$ cat src/rtl/irf_pkg.sv
`timescale 1ns/1ps
package irf_pkg;
  // receive tag bit positions
  localparam int TAG_W   = 3;
  localparam int TAG_EOF = 0;
  localparam int TAG_CRC = 1;
  localparam int TAG_OVR = 2;

  // control word bit positions
  localparam int CB_RX_EN = 0;
  localparam int CB_TX_EN = 1;
  localparam int CB_LOOP  = 2;
  localparam int CB_RIE   = 3;
  localparam int CB_TIE   = 4;
  localparam int CB_TUS   = 5;
  localparam int CTRL_W   = 6;

  // event status bit positions
  localparam int SB_UNDER = 3;
  localparam int SB_FERR  = 4;
  localparam int SB_ABORT = 5;

  typedef enum logic [2:0] {
    A_CTRL      = 3'd0,
    A_THR       = 3'd1,
    A_DATA      = 3'd2,
    A_DATA_LAST = 3'd3,
    A_STAT0     = 3'd4,
    A_STAT1     = 3'd5
  } irf_addr_e;
endpackage

$ cat src/rtl/irf_rx_fifo.sv
`timescale 1ns/1ps
module irf_rx_fifo
  import irf_pkg::*;
#(
  parameter int DEPTH = 64,
  parameter int AW    = $clog2(DEPTH)
) (
  input  logic              clk,
  input  logic              rst,
  input  logic              push,
  input  logic [7:0]        push_byte,
  input  logic [TAG_W-1:0]  push_tag,
  input  logic              pop,
  output logic [7:0]        rd_byte,
  output logic [TAG_W-1:0]  head_tag,
  output logic [AW:0]       level,
  output logic              any_tagged
);
  localparam int CW = AW + 1;

  logic [7:0]       mem_q  [DEPTH];
  logic [TAG_W-1:0] tags_q [DEPTH];
  logic [AW-1:0]    wr_ptr_q, rd_ptr_q, last_ptr;
  logic [CW-1:0]    count_q, tcount_q;
  logic             full, accept, ovr_hit, ovr_new, pop_tagged;

  always_comb begin
    full       = (count_q == CW'(DEPTH));
    accept     = push && (!full || pop);
    ovr_hit    = push && full && !pop;
    last_ptr   = wr_ptr_q - AW'(1);
    ovr_new    = ovr_hit && (tags_q[last_ptr] == '0);
    pop_tagged = pop && (tags_q[rd_ptr_q] != '0);
  end

  // data storage: synchronous write, synchronous read on pop
  always_ff @(posedge clk) begin
    if (accept) mem_q[wr_ptr_q] <= push_byte;
    if (pop)    rd_byte         <= mem_q[rd_ptr_q];
  end

  // tag storage kept in registers so the newest entry can be re-tagged
  always_ff @(posedge clk) begin
    if (rst) begin
      for (int i = 0; i < DEPTH; i++) tags_q[i] <= '0;
    end else if (accept) begin
      tags_q[wr_ptr_q] <= push_tag;
    end else if (ovr_hit) begin
      tags_q[last_ptr][TAG_OVR] <= 1'b1;
    end
  end

  always_ff @(posedge clk) begin
    if (rst) begin
      wr_ptr_q <= '0;
      rd_ptr_q <= '0;
      count_q  <= '0;
      tcount_q <= '0;
    end else begin
      if (accept) wr_ptr_q <= wr_ptr_q + AW'(1);
      if (pop)    rd_ptr_q <= rd_ptr_q + AW'(1);
      count_q  <= count_q + CW'(accept) - CW'(pop);
      tcount_q <= tcount_q + CW'(accept && (push_tag != '0)) + CW'(ovr_new)
                  - CW'(pop_tagged);
    end
  end

  assign head_tag   = (count_q != '0) ? tags_q[rd_ptr_q] : '0;
  assign level      = count_q;
  assign any_tagged = (tcount_q != '0);

  AST_RX_LEVEL_BOUND: assert property (@(posedge clk) disable iff (rst)
    count_q <= CW'(DEPTH));
  AST_RX_POP_NONEMPTY: assert property (@(posedge clk) disable iff (rst)
    pop |-> (count_q != '0));
  AST_RX_TAGGED_BOUND: assert property (@(posedge clk) disable iff (rst)
    tcount_q <= count_q);
  AST_RX_OVR_DROPS: assert property (@(posedge clk) disable iff (rst)
    (push && full && !pop) |=> $stable(count_q) && any_tagged);
endmodule

$ cat src/rtl/irf_tx_fifo.sv
`timescale 1ns/1ps
module irf_tx_fifo #(
  parameter int DEPTH = 64,
  parameter int AW    = $clog2(DEPTH)
) (
  input  logic        clk,
  input  logic        rst,
  input  logic        push,
  input  logic [7:0]  push_byte,
  input  logic        push_last,
  input  logic        pop,
  output logic [7:0]  out_byte,
  output logic        out_last,
  output logic [AW:0] level
);
  localparam int CW = AW + 1;

  logic [8:0]    mem_q [DEPTH];
  logic [AW-1:0] wr_ptr_q, rd_ptr_q;
  logic [CW-1:0] count_q;
  logic          accept;

  assign accept = push && (count_q != CW'(DEPTH));

  always_ff @(posedge clk) begin
    if (accept) mem_q[wr_ptr_q] <= {push_last, push_byte};
    if (pop)    {out_last, out_byte} <= mem_q[rd_ptr_q];
  end

  always_ff @(posedge clk) begin
    if (rst) begin
      wr_ptr_q <= '0;
      rd_ptr_q <= '0;
      count_q  <= '0;
    end else begin
      if (accept) wr_ptr_q <= wr_ptr_q + AW'(1);
      if (pop)    rd_ptr_q <= rd_ptr_q + AW'(1);
      count_q <= count_q + CW'(accept) - CW'(pop);
    end
  end

  assign level = count_q;

  AST_TX_POP_NONEMPTY: assert property (@(posedge clk) disable iff (rst)
    pop |-> (count_q != '0));
  AST_TX_LEVEL_BOUND: assert property (@(posedge clk) disable iff (rst)
    count_q <= CW'(DEPTH));
endmodule

$ cat src/rtl/irf_port.sv
`timescale 1ns/1ps
module irf_port
  import irf_pkg::*;
#(
  parameter int DEPTH = 64
) (
  input  logic       clk,
  input  logic       rst,
  input  logic       reg_wr,
  input  logic       reg_rd,
  input  logic [2:0] reg_addr,
  input  logic [7:0] reg_wdata,
  output logic [7:0] reg_rdata,
  input  logic       rx_valid,
  input  logic [7:0] rx_byte,
  input  logic       rx_eof,
  input  logic       rx_crc_err,
  input  logic       rx_frame_err,
  input  logic       rx_abort,
  output logic       tx_valid,
  output logic [7:0] tx_byte,
  output logic       tx_last,
  input  logic       tx_ready,
  output logic       irq
);
  localparam int AW        = $clog2(DEPTH);
  localparam int CW        = AW + 1;
  localparam int TRIG_BASE = DEPTH / 8;
  localparam int TX_HALF   = DEPTH / 2;

  logic [CTRL_W-1:0] ctrl_q;
  logic [1:0]        thr_q;
  logic              rx_en, tx_en, loop_en, rie, tie, tus;
  logic              w_ctrl, w_thr, w_data, w_last, w_stat0, r_data;

  // receive queue signals
  logic              rx_push, rx_pop, eif;
  logic [7:0]        rx_push_byte, rx_rd_byte;
  logic [TAG_W-1:0]  rx_push_tag, head_tag;
  logic [CW-1:0]     rx_level, trig;
  logic              rx_req;

  // transmit queue and output stage
  logic [CW-1:0]     tx_level;
  logic [7:0]        tx_out_byte;
  logic              tx_out_last;
  logic              st_valid_q, drain, load, in_frame_q, under_evt;
  logic              tx_req, tnf, tbusy;

  // status and read path
  logic              under_q, ferr_q, abort_q;
  logic [7:0]        stat0, stat1, rdata_q;
  logic              data_sel_q, irq_q;

  assign rx_en   = ctrl_q[CB_RX_EN];
  assign tx_en   = ctrl_q[CB_TX_EN];
  assign loop_en = ctrl_q[CB_LOOP];
  assign rie     = ctrl_q[CB_RIE];
  assign tie     = ctrl_q[CB_TIE];
  assign tus     = ctrl_q[CB_TUS];

  always_comb begin
    w_ctrl  = reg_wr && (reg_addr == A_CTRL);
    w_thr   = reg_wr && (reg_addr == A_THR);
    w_data  = reg_wr && (reg_addr == A_DATA);
    w_last  = reg_wr && (reg_addr == A_DATA_LAST);
    w_stat0 = reg_wr && (reg_addr == A_STAT0);
    r_data  = reg_rd && (reg_addr == A_DATA);
  end

  always_ff @(posedge clk) begin
    if (rst) begin
      ctrl_q <= '0;
      thr_q  <= '0;
    end else begin
      if (w_ctrl) ctrl_q <= reg_wdata[CTRL_W-1:0];
      if (w_thr)  thr_q  <= reg_wdata[1:0];
    end
  end

  // ---------------- transmit path ----------------
  always_comb begin
    drain     = st_valid_q && (loop_en || tx_ready);
    load      = tx_en && (tx_level != '0) && (!st_valid_q || drain);
    under_evt = tx_en && tus && in_frame_q && !st_valid_q && (tx_level == '0);
  end

  irf_tx_fifo #(.DEPTH(DEPTH), .AW(AW)) u_tx (
    .clk       (clk),
    .rst       (rst),
    .push      (w_data || w_last),
    .push_byte (reg_wdata),
    .push_last (w_last),
    .pop       (load),
    .out_byte  (tx_out_byte),
    .out_last  (tx_out_last),
    .level     (tx_level)
  );

  always_ff @(posedge clk) begin
    if (rst) begin
      st_valid_q <= 1'b0;
      in_frame_q <= 1'b0;
    end else begin
      st_valid_q <= load || (st_valid_q && !drain);
      if (drain)          in_frame_q <= !tx_out_last;
      else if (under_evt) in_frame_q <= 1'b0;
    end
  end

  assign tx_valid = st_valid_q && !loop_en;
  assign tx_byte  = tx_out_byte;
  assign tx_last  = tx_out_last;

  // ---------------- receive path ----------------
  always_comb begin
    rx_push      = rx_en && (loop_en ? drain : rx_valid);
    rx_push_byte = loop_en ? tx_out_byte : rx_byte;
    rx_push_tag  = '0;
    rx_push_tag[TAG_EOF] = loop_en ? tx_out_last : rx_eof;
    rx_push_tag[TAG_CRC] = loop_en ? 1'b0 : rx_crc_err;
    rx_pop       = r_data && (rx_level != '0);
  end

  irf_rx_fifo #(.DEPTH(DEPTH), .AW(AW)) u_rx (
    .clk        (clk),
    .rst        (rst),
    .push       (rx_push),
    .push_byte  (rx_push_byte),
    .push_tag   (rx_push_tag),
    .pop        (rx_pop),
    .rd_byte    (rx_rd_byte),
    .head_tag   (head_tag),
    .level      (rx_level),
    .any_tagged (eif)
  );

  always_comb begin
    case (thr_q)
      2'd0:    trig = CW'(TRIG_BASE);
      2'd1:    trig = CW'(TRIG_BASE * 2);
      default: trig = CW'(TRIG_BASE * 4);
    endcase
    rx_req = (rx_level >= trig);
    tx_req = ((CW'(DEPTH) - tx_level) >= CW'(TX_HALF));
    tnf    = (tx_level != CW'(DEPTH));
    tbusy  = st_valid_q || (tx_level != '0);
  end

  // ---------------- sticky events ----------------
  always_ff @(posedge clk) begin
    if (rst) begin
      under_q <= 1'b0;
      ferr_q  <= 1'b0;
      abort_q <= 1'b0;
    end else begin
      under_q <= under_evt    || (under_q && !(w_stat0 && reg_wdata[SB_UNDER]));
      ferr_q  <= rx_frame_err || (ferr_q  && !(w_stat0 && reg_wdata[SB_FERR]));
      abort_q <= rx_abort     || (abort_q && !(w_stat0 && reg_wdata[SB_ABORT]));
    end
  end

  assign stat0 = {2'b00, abort_q, ferr_q, under_q, tx_req, rx_req, eif};
  assign stat1 = {2'b00, head_tag[TAG_OVR], head_tag[TAG_CRC], head_tag[TAG_EOF],
                  tbusy, tnf, (rx_level != '0)};

  // ---------------- read port ----------------
  always_ff @(posedge clk) begin
    if (rst) begin
      rdata_q    <= '0;
      data_sel_q <= 1'b0;
    end else if (reg_rd) begin
      data_sel_q <= rx_pop;
      case (irf_addr_e'(reg_addr))
        A_CTRL:  rdata_q <= {{(8-CTRL_W){1'b0}}, ctrl_q};
        A_THR:   rdata_q <= {6'b0, thr_q};
        A_STAT0: rdata_q <= stat0;
        A_STAT1: rdata_q <= stat1;
        default: rdata_q <= '0;
      endcase
    end
  end

  assign reg_rdata = data_sel_q ? rx_rd_byte : rdata_q;

  always_ff @(posedge clk) begin
    if (rst) irq_q <= 1'b0;
    else     irq_q <= (rie && (rx_req || eif)) || (tie && tx_req);
  end

  assign irq = irq_q;

  AST_TX_HOLD: assert property (@(posedge clk) disable iff (rst)
    (tx_valid && !tx_ready) |=> tx_valid && $stable(tx_byte));
  AST_FERR_STICKY: assert property (@(posedge clk) disable iff (rst)
    (ferr_q && !(w_stat0 && reg_wdata[SB_FERR])) |=> ferr_q);
  AST_RX_OFF_IGNORED: assert property (@(posedge clk) disable iff (rst)
    (!rx_en && !rx_pop) |=> $stable(rx_level));
  AST_IRQ_QUIET: assert property (@(posedge clk) disable iff (rst)
    (!rie && !tie) |=> !irq);
  AST_LOOP_NO_LINE: assert property (@(posedge clk) disable iff (rst)
    (loop_en && $stable(ctrl_q)) |=> !tx_valid);
endmodule

$ cat config.mk
export PLATFORM = sky130hd
export DESIGN_NAME = irf_port
export DESIGN_NICKNAME = d
export VERILOG_FILES = /design/src/rtl/irf_pkg.sv /design/src/rtl/irf_rx_fifo.sv /design/src/rtl/irf_tx_fifo.sv /design/src/rtl/irf_port.sv
export SDC_FILE = /design/constraint.sdc
export NUM_CORES = 2
export LEC_CHECK = 0
export CAP_MARGIN = 10
export CORE_MARGIN = 2
export CORE_UTILIZATION = 45
export CTS_CLUSTER_SIZE = 16
export DETAILED_ROUTE_END_ITERATION = 10
export PLACE_DENSITY = 0.63
export SLEW_MARGIN = 10
export SYNTH_ARGS = -nofsm -noshare
export SYNTH_HDL_FRONTEND = slang
export SYNTH_SLANG_ARGS = --single-unit
$ cat constraint.sdc
create_clock -name clk -period 10.8 [get_ports clk]
set_input_delay 2.16 -clock clk [delete_from_list [all_inputs] [get_ports clk]]
set_output_delay 2.16 -clock clk [all_outputs]
set_load 0.02 [all_outputs]
-- Yosys cells after proc, flatten, opt, wreduce, memory -nomap -nowiden
Memory sizes are Yosys's and may differ from the RTL's. A register that Yosys moved wholly into a read port is not among the register bits.
Index checks and enable logic that the tools add are counted.
- bits of input ports: 29
- memories: 3
- register bits: 68
- bits in writable memories: 1280
- word-level logic and storage cells: 137
- output and inout port bits: 19
- memory list (memory ; depth ; bits a word ; read ports ; clocked after memory_dff ; write ports ; RTL line ; RTL):
    u_tx.mem_q ; 64 ; 9 ; 1 ; 1 ; 1 ; irf_tx_fifo.sv:18 ; logic [8:0] mem_q [DEPTH];
    u_rx.mem_q ; 64 ; 8 ; 1 ; 1 ; 1 ; irf_rx_fifo.sv:21 ; logic [7:0] mem_q [DEPTH];
    u_rx.tags_q ; 64 ; 3 ; 2 ; 1 ; 64 ; irf_rx_fifo.sv:22 ; logic [TAG_W-1:0] tags_q [DEPTH];
- $lt $le $gt $ge: 2
- equality and inequality tests: 8
- muxes and demuxes: 30
- reduce and logical (&&, ||, !) cells: 64
- add/sub/neg operators: 13
- operators with widths (cell ; count):
    1-bit logical AND ; 32
    7-bit by 1-bit adder with 7-bit output ; 4
    6-bit by 1-bit adder with 6-bit output, second input constant ; 4
    6-bit 2-to-1 mux ; 4
    6-bit case mux with 4 select lines ; 1
    7-bit nonzero test ; 3
    7-bit by 1-bit subtractor with 7-bit output ; 3
    1-bit 2-to-1 mux ; 18
    8-bit 2-to-1 mux ; 2
    6-bit case mux with 2 select lines ; 1
    1-bit logical OR ; 11
    1-bit zero test ; 9
    3-bit 2-to-1 mux ; 3
    7-bit equality test, second input constant ; 1
    7-bit by 6-bit greater-or-equal comparator with 1-bit output, second input constant ; 1
    7-bit greater-or-equal comparator ; 1
    7-bit zero test ; 1
    7-bit != test, second input constant ; 1
    7-bit subtractor, first input constant ; 1
    3-bit by 2-bit equality test with 1-bit output, second input constant ; 2
    3-bit equality test, second input constant ; 2
    3-bit zero test ; 2
    3-bit nonzero test ; 2
    3-bit OR reduction ; 2
    other kinds (6) ; 6

-- Logic depth before layout (Yosys ltp)
- depth in word-level cells: 12
- depth in mapped cells: 22
- depth with buffers taken out: 18

-- Hierarchy
A second synthesis with hierarchy kept.
- cells, all modules: 3199
- area, all modules: 56955.9 um^2
- by module, submodules not included (module ; area each (um^2) ; seq. area each (um^2) ; cells each ; times used):
    irf_rx_fifo ; 32018.2 ; 22021.1 ; 1912 ; 1
    irf_tx_fifo ; 23556.3 ; 17947.2 ; 1120 ; 1
    irf_port ; 1381.3 ; 420.4 ; 167 ; 1

-- Least setup slack after synthesis
OpenSTA, ideal clock, no wires.
- path type: input port to flip-flop
- start point: in reg_addr[0]
- end point: reg u_rx.tcount_q[6]
- path slack: 5.277 ns
- path buffers: 3
- arrival time: 5.453 ns
- stages: 17
- setup time: 0.070 ns
- required time: 10.730 ns
- path through: buf_2 -> nand4bb_2 -> and3_1 -> clkbuf_1 -> buf_2 -> o311ai_0 -> or4b_1 -> ha_1 -> fa_1 -> inv_1 -> fa_1 -> a21oi_1 -> o21bai_1 -> a21oi_1 -> nor2_1 -> or3_1 -> a21oi_1
- cells in the longest elaborated chain, start to end: 9
- elaborated cells between the ends (all ways): 13
- those cells by class: 3 x add/sub; 1 x eq/ne; 9 x reduce/logical
- RTL lines (element ; RTL line ; RTL):
    start: declaration ; irf_port.sv:11 ; input logic [2:0] reg_addr,
    3-bit by 2-bit equality test with 1-bit output (*) ; irf_port.sv:68 ; r_data = reg_rd && (reg_addr == A_DATA);
    1-bit logical AND (*) ; irf_port.sv:68 ;
    1-bit logical AND (*) ; irf_port.sv:122 ; rx_pop = r_data && (rx_level != '0);
    1-bit logical OR ; irf_rx_fifo.sv:29 ; accept = push && (!full || pop);
    1-bit logical AND ; irf_rx_fifo.sv:29 ;
    1-bit logical AND ; irf_rx_fifo.sv:63 ; tcount_q <= tcount_q + CW'(accept && (push_tag != '0)) + CW'(ovr_new)
    7-bit by 1-bit adder with 7-bit output (2 in series) ; irf_rx_fifo.sv:63 ;
    7-bit by 1-bit subtractor with 7-bit output (*) ; irf_rx_fifo.sv:64 ; - CW'(pop_tagged);
    end signal: assignment ; irf_rx_fifo.sv:63 ;
    end: declaration ; irf_rx_fifo.sv:24 ; logic [CW-1:0] count_q, tcount_q;
Every way passes the cells marked *; elsewhere a longest branch is shown, timed or not.
A chain may end at the register's enable or synchronous reset.

-- Worst setup path in the final report
- start point: reg u_rx.wr_ptr_q[0]
- end point: reg u_rx.tcount_q[6]
- cells in the longest elaborated chain, start to end: 6
- RTL lines (element ; RTL line ; RTL):
    start: declaration ; irf_rx_fifo.sv:23 ; logic [AW-1:0] wr_ptr_q, rd_ptr_q, last_ptr;
    start signal: assignment ; irf_rx_fifo.sv:60 ; if (accept) wr_ptr_q <= wr_ptr_q + AW'(1);
    6-bit by 1-bit subtractor with 6-bit output ; irf_rx_fifo.sv:31 ; last_ptr = wr_ptr_q - AW'(1);
    memory 64 x 3 bit ; -- ;
    3-bit zero test ; irf_rx_fifo.sv:32 ; ovr_new = ovr_hit && (tags_q[last_ptr] == '0);
    1-bit logical AND ; irf_rx_fifo.sv:32 ;
    7-bit by 1-bit adder with 7-bit output ; irf_rx_fifo.sv:63 ;
    7-bit by 1-bit subtractor with 7-bit output ; irf_rx_fifo.sv:64 ;
No other way between the ends.

==> impl_metrics.toml <==
[run_status]
outcome = "finished, final reports clean"

[die]
initial_core_util_pct = 45.3
core_area_um2 = 125000
dieHeight_um = 359
rows = 130
io_pins = 48
die-area_um2 = 129000
die_w_um = 359

[cts]
path_clk_slew_ps = 60
htreeDepth = 4
postCtsSetupBuffers = 0
ctsHoldBuffers = 0
cts_tree = "done"
clock-sinks = 1369
cts_resized = 0
insertion_delay_ps = 780
clockBufferDepth = 3
numCtsBuffers = 141
root_buffer = "clkbuf_16"

[detailed_routing]
first_pass_iters = 5
routed_wl_um = 137000
num_vias = 29972
wire_per_inst_um = 28.1
drc = 0
vias_per_cell = 6.14
drt_iter0_drc = 3694
ant_nets = 0

[yosys]
synth.cell_area_um2 = 56800
syn_area_per_cell_um2 = 18.3
async_flop_share_pct = 0
ys_warn_count = 0
synth-edff-count = 1297
ys_types = 73
synth_flop_cell = "edfxtp_1"
netlist_instances = 3096
syn_nets = 3165
yosysSeqAreaShare_pct = 71.1
ys_seq_elements = 1369

[timing]
max_freq_mhz = 154
setup_viol = 0
finalCriticalPeriod_ps = 6500
setup-tns-final_ps = 0
final.period_utilization_pct = 60.1
rsz0062_at_grt = "false"
slew_headroom_pct = 20.1
fin_skew_ps = 29.1
worst_pin_slew_ps = 1200
finalHoldViolCount = 0
drv_slew = 0

[final_layout]
final_cell_mix = "1,297 x edfxtp_1, 419 x mux4_2, 391 x nor2_1"
antenna_cells = 0
drive_gt1_share_pct = 22.4
utilization_pct = 50.5
fin_nets = 3196
final_common_cell = "edfxtp_1"
syn2layout_area_growth_pct = 11.5
regArea_um2 = 40400
fillers = 9911
multiInputGateArea_um2 = 15400

[grt]
grt_antenna_before_repair = 2
grt_max_degree = 89
grt_pass1_wl_um = 203000
grt_pass1_vias = 30243
overflow = 0
grt_usage_pct = 21.2

[worst_setup_path]
cp.arrival_ps = 7190
cp_max_fo = 56
crit_slowest_cell = "dfxtp_1"
slowest_delay_ps = 1020
cp.required_ps = 11500
start_kind = "register"
end_kind = "register"
cp_cell_sequence = "inv_1 -> ha_2 -> buf_4 -> a21oi_1 -> mux4_2 -> mux2i_1 -> o311ai_0 -> or4b_1 -> ha_1 -> fa_1 -> inv_1 -> fa_1 -> a21oi_1 -> o21bai_1 -> a21oi_1 -> nor2_1 -> or3_1 -> a21oi_1"
cp_common_cell = "a21oi_1"
crit_type = "reg -> reg"
r2r_slack_ps = 4300

[power_and_ir_drop]
p_per_area_nw_per_um2 = 179
ir_worst_vdd_mv = 0.180
p_leak_uw = 0.0187

[min_path]
hp-class = "reg -> reg"

[placement]
io_buffers = 47
dp_hpwl_um = 84600
place_congestion = 0.877

[job]
maxCapViolCount = 0
==> final timing paths <==
path                    start               end  depth (start not counted)
max reg2reg  u_rx.wr_ptr_q[0]  u_rx.tcount_q[6]                         18
min                   under_q           under_q                          2
max          u_rx.wr_ptr_q[0]  u_rx.tcount_q[6]                         18
min reg2reg           under_q           under_q                          2
==> metrics by stage <==
stage	hold slack (ps)	worst slack (ps)	std cells	total power (uW)	cell area (um^2)
after floorplan	436	5280	3096	6470	56800
after global placement	455	3810	4634	6700	58900
after detailed placement	461	3810	4634	6720	58900
after CTS	469	4410	4885	11400	63300
after global routing	489	4030	4885	11700	63300
final	464	4300	4885	11400	63300
==> cells by family (layout without fill, tap and decap cells) <==
logic type      Yosys count  after routing  share of synthesized area [%]
flops                  1369           1369                           71.1
simple gates            660            660                           5.18
mux                     455            455                           17.3
compound gates          280            280                           3.11
buf+inv                 251            390                           1.75
xor+xnor                 41             41                          0.632
fa+ha+maj                40             40                          0.934
==> worst max-delay path: cells and delay by family, from the launching register on <==
| kind | cells | cell delay (ps) |
|---|---|---|
| adders and majority gates | 4 | 1460 |
| buffers and inverters | 3 | 1150 |
| DFF | 1 | 1020 |
| AOI/OAI and AO/OA | 6 | 1000 |
| and+or+nand+nor | 3 | 960 |
| muxes | 2 | 810 |
==> registers in the layout, indices dropped and copies added (netlist names), named ones only <==
name and count:
abort_q 1, thr_q 2, ctrl_q 6, u_rx.rd_byte 8
u_rx.rd_ptr_q 6, u_tx.level 7, u_tx.mem_q 576, u_tx.out_byte 8
st_valid_q 1, u_tx.out_last 1, rdata_q 6, u_rx.wr_ptr_q 6
u_rx.tags_q 192, irq 1, ferr_q 1, in_frame_q 1
under_q 1, u_tx.rd_ptr_q 6, u_rx.mem_q 512, u_rx.level 7
u_tx.wr_ptr_q 6, u_rx.tcount_q 7, data_sel_q 1
==> power by group <==
part	switching [uW]	total [uW]	internal [uW]	leakage, uW
clock network	2030	4740	2720	0.00220
registers	60.6	5930	5870	0.0124
logic	418	691	273	0.00417
total	2500	11400	8850	0.0187
==> metal layers <==
metal | wire length (um) | vias to the layer above | GRT usage (%) | part of all wire, %
met4 | 2620 | 0 | 5.44 | 1.9
met3 | 10800 | 188 | 3.90 | 7.9
met2 | 67700 | 1376 | 34.5 | 49
met5 | 0 | - | 0 | 0
li1 | - | 12566 | - | -
met1 | 56000 | 15842 | 29.8 | 41
==> final cells by class <==
| class | instances | area share [%] |
|---|---|---|
| clock buffer | 178 | 5.98 |
| clock inverter | 73 | 1.10 |
| inverter | 45 | 0.269 |
| multi-input combinational | 1476 | 24.4 |
| sequential | 1369 | 63.8 |
| tap | 1650 | 3.26 |
| timing repair buffer | 94 | 1.23 |
==> synthesized netlist by cell type (all sizes together), types with 16 or more instances <==
cell type | count | area [um^2]
edfxtp | 1297 | 38900
mux4 | 419 | 9440
nor2 | 392 | 1470
clkbuf | 136 | 512
o21ai | 98 | 490
nand2 | 75 | 284
dfxtp | 72 | 1440
buf | 70 | 315
nor3 | 67 | 340
a21oi | 55 | 279
o31ai | 50 | 375
inv | 44 | 165
ha | 36 | 450
nor4 | 23 | 144
mux2i | 21 | 210
nand3 | 21 | 105
xnor2 | 21 | 184
xor2 | 20 | 175
a22oi | 17 | 128
nor2b | 17 | 106
nand4 | 16 | 100
(Power assumes the default switching activity.)
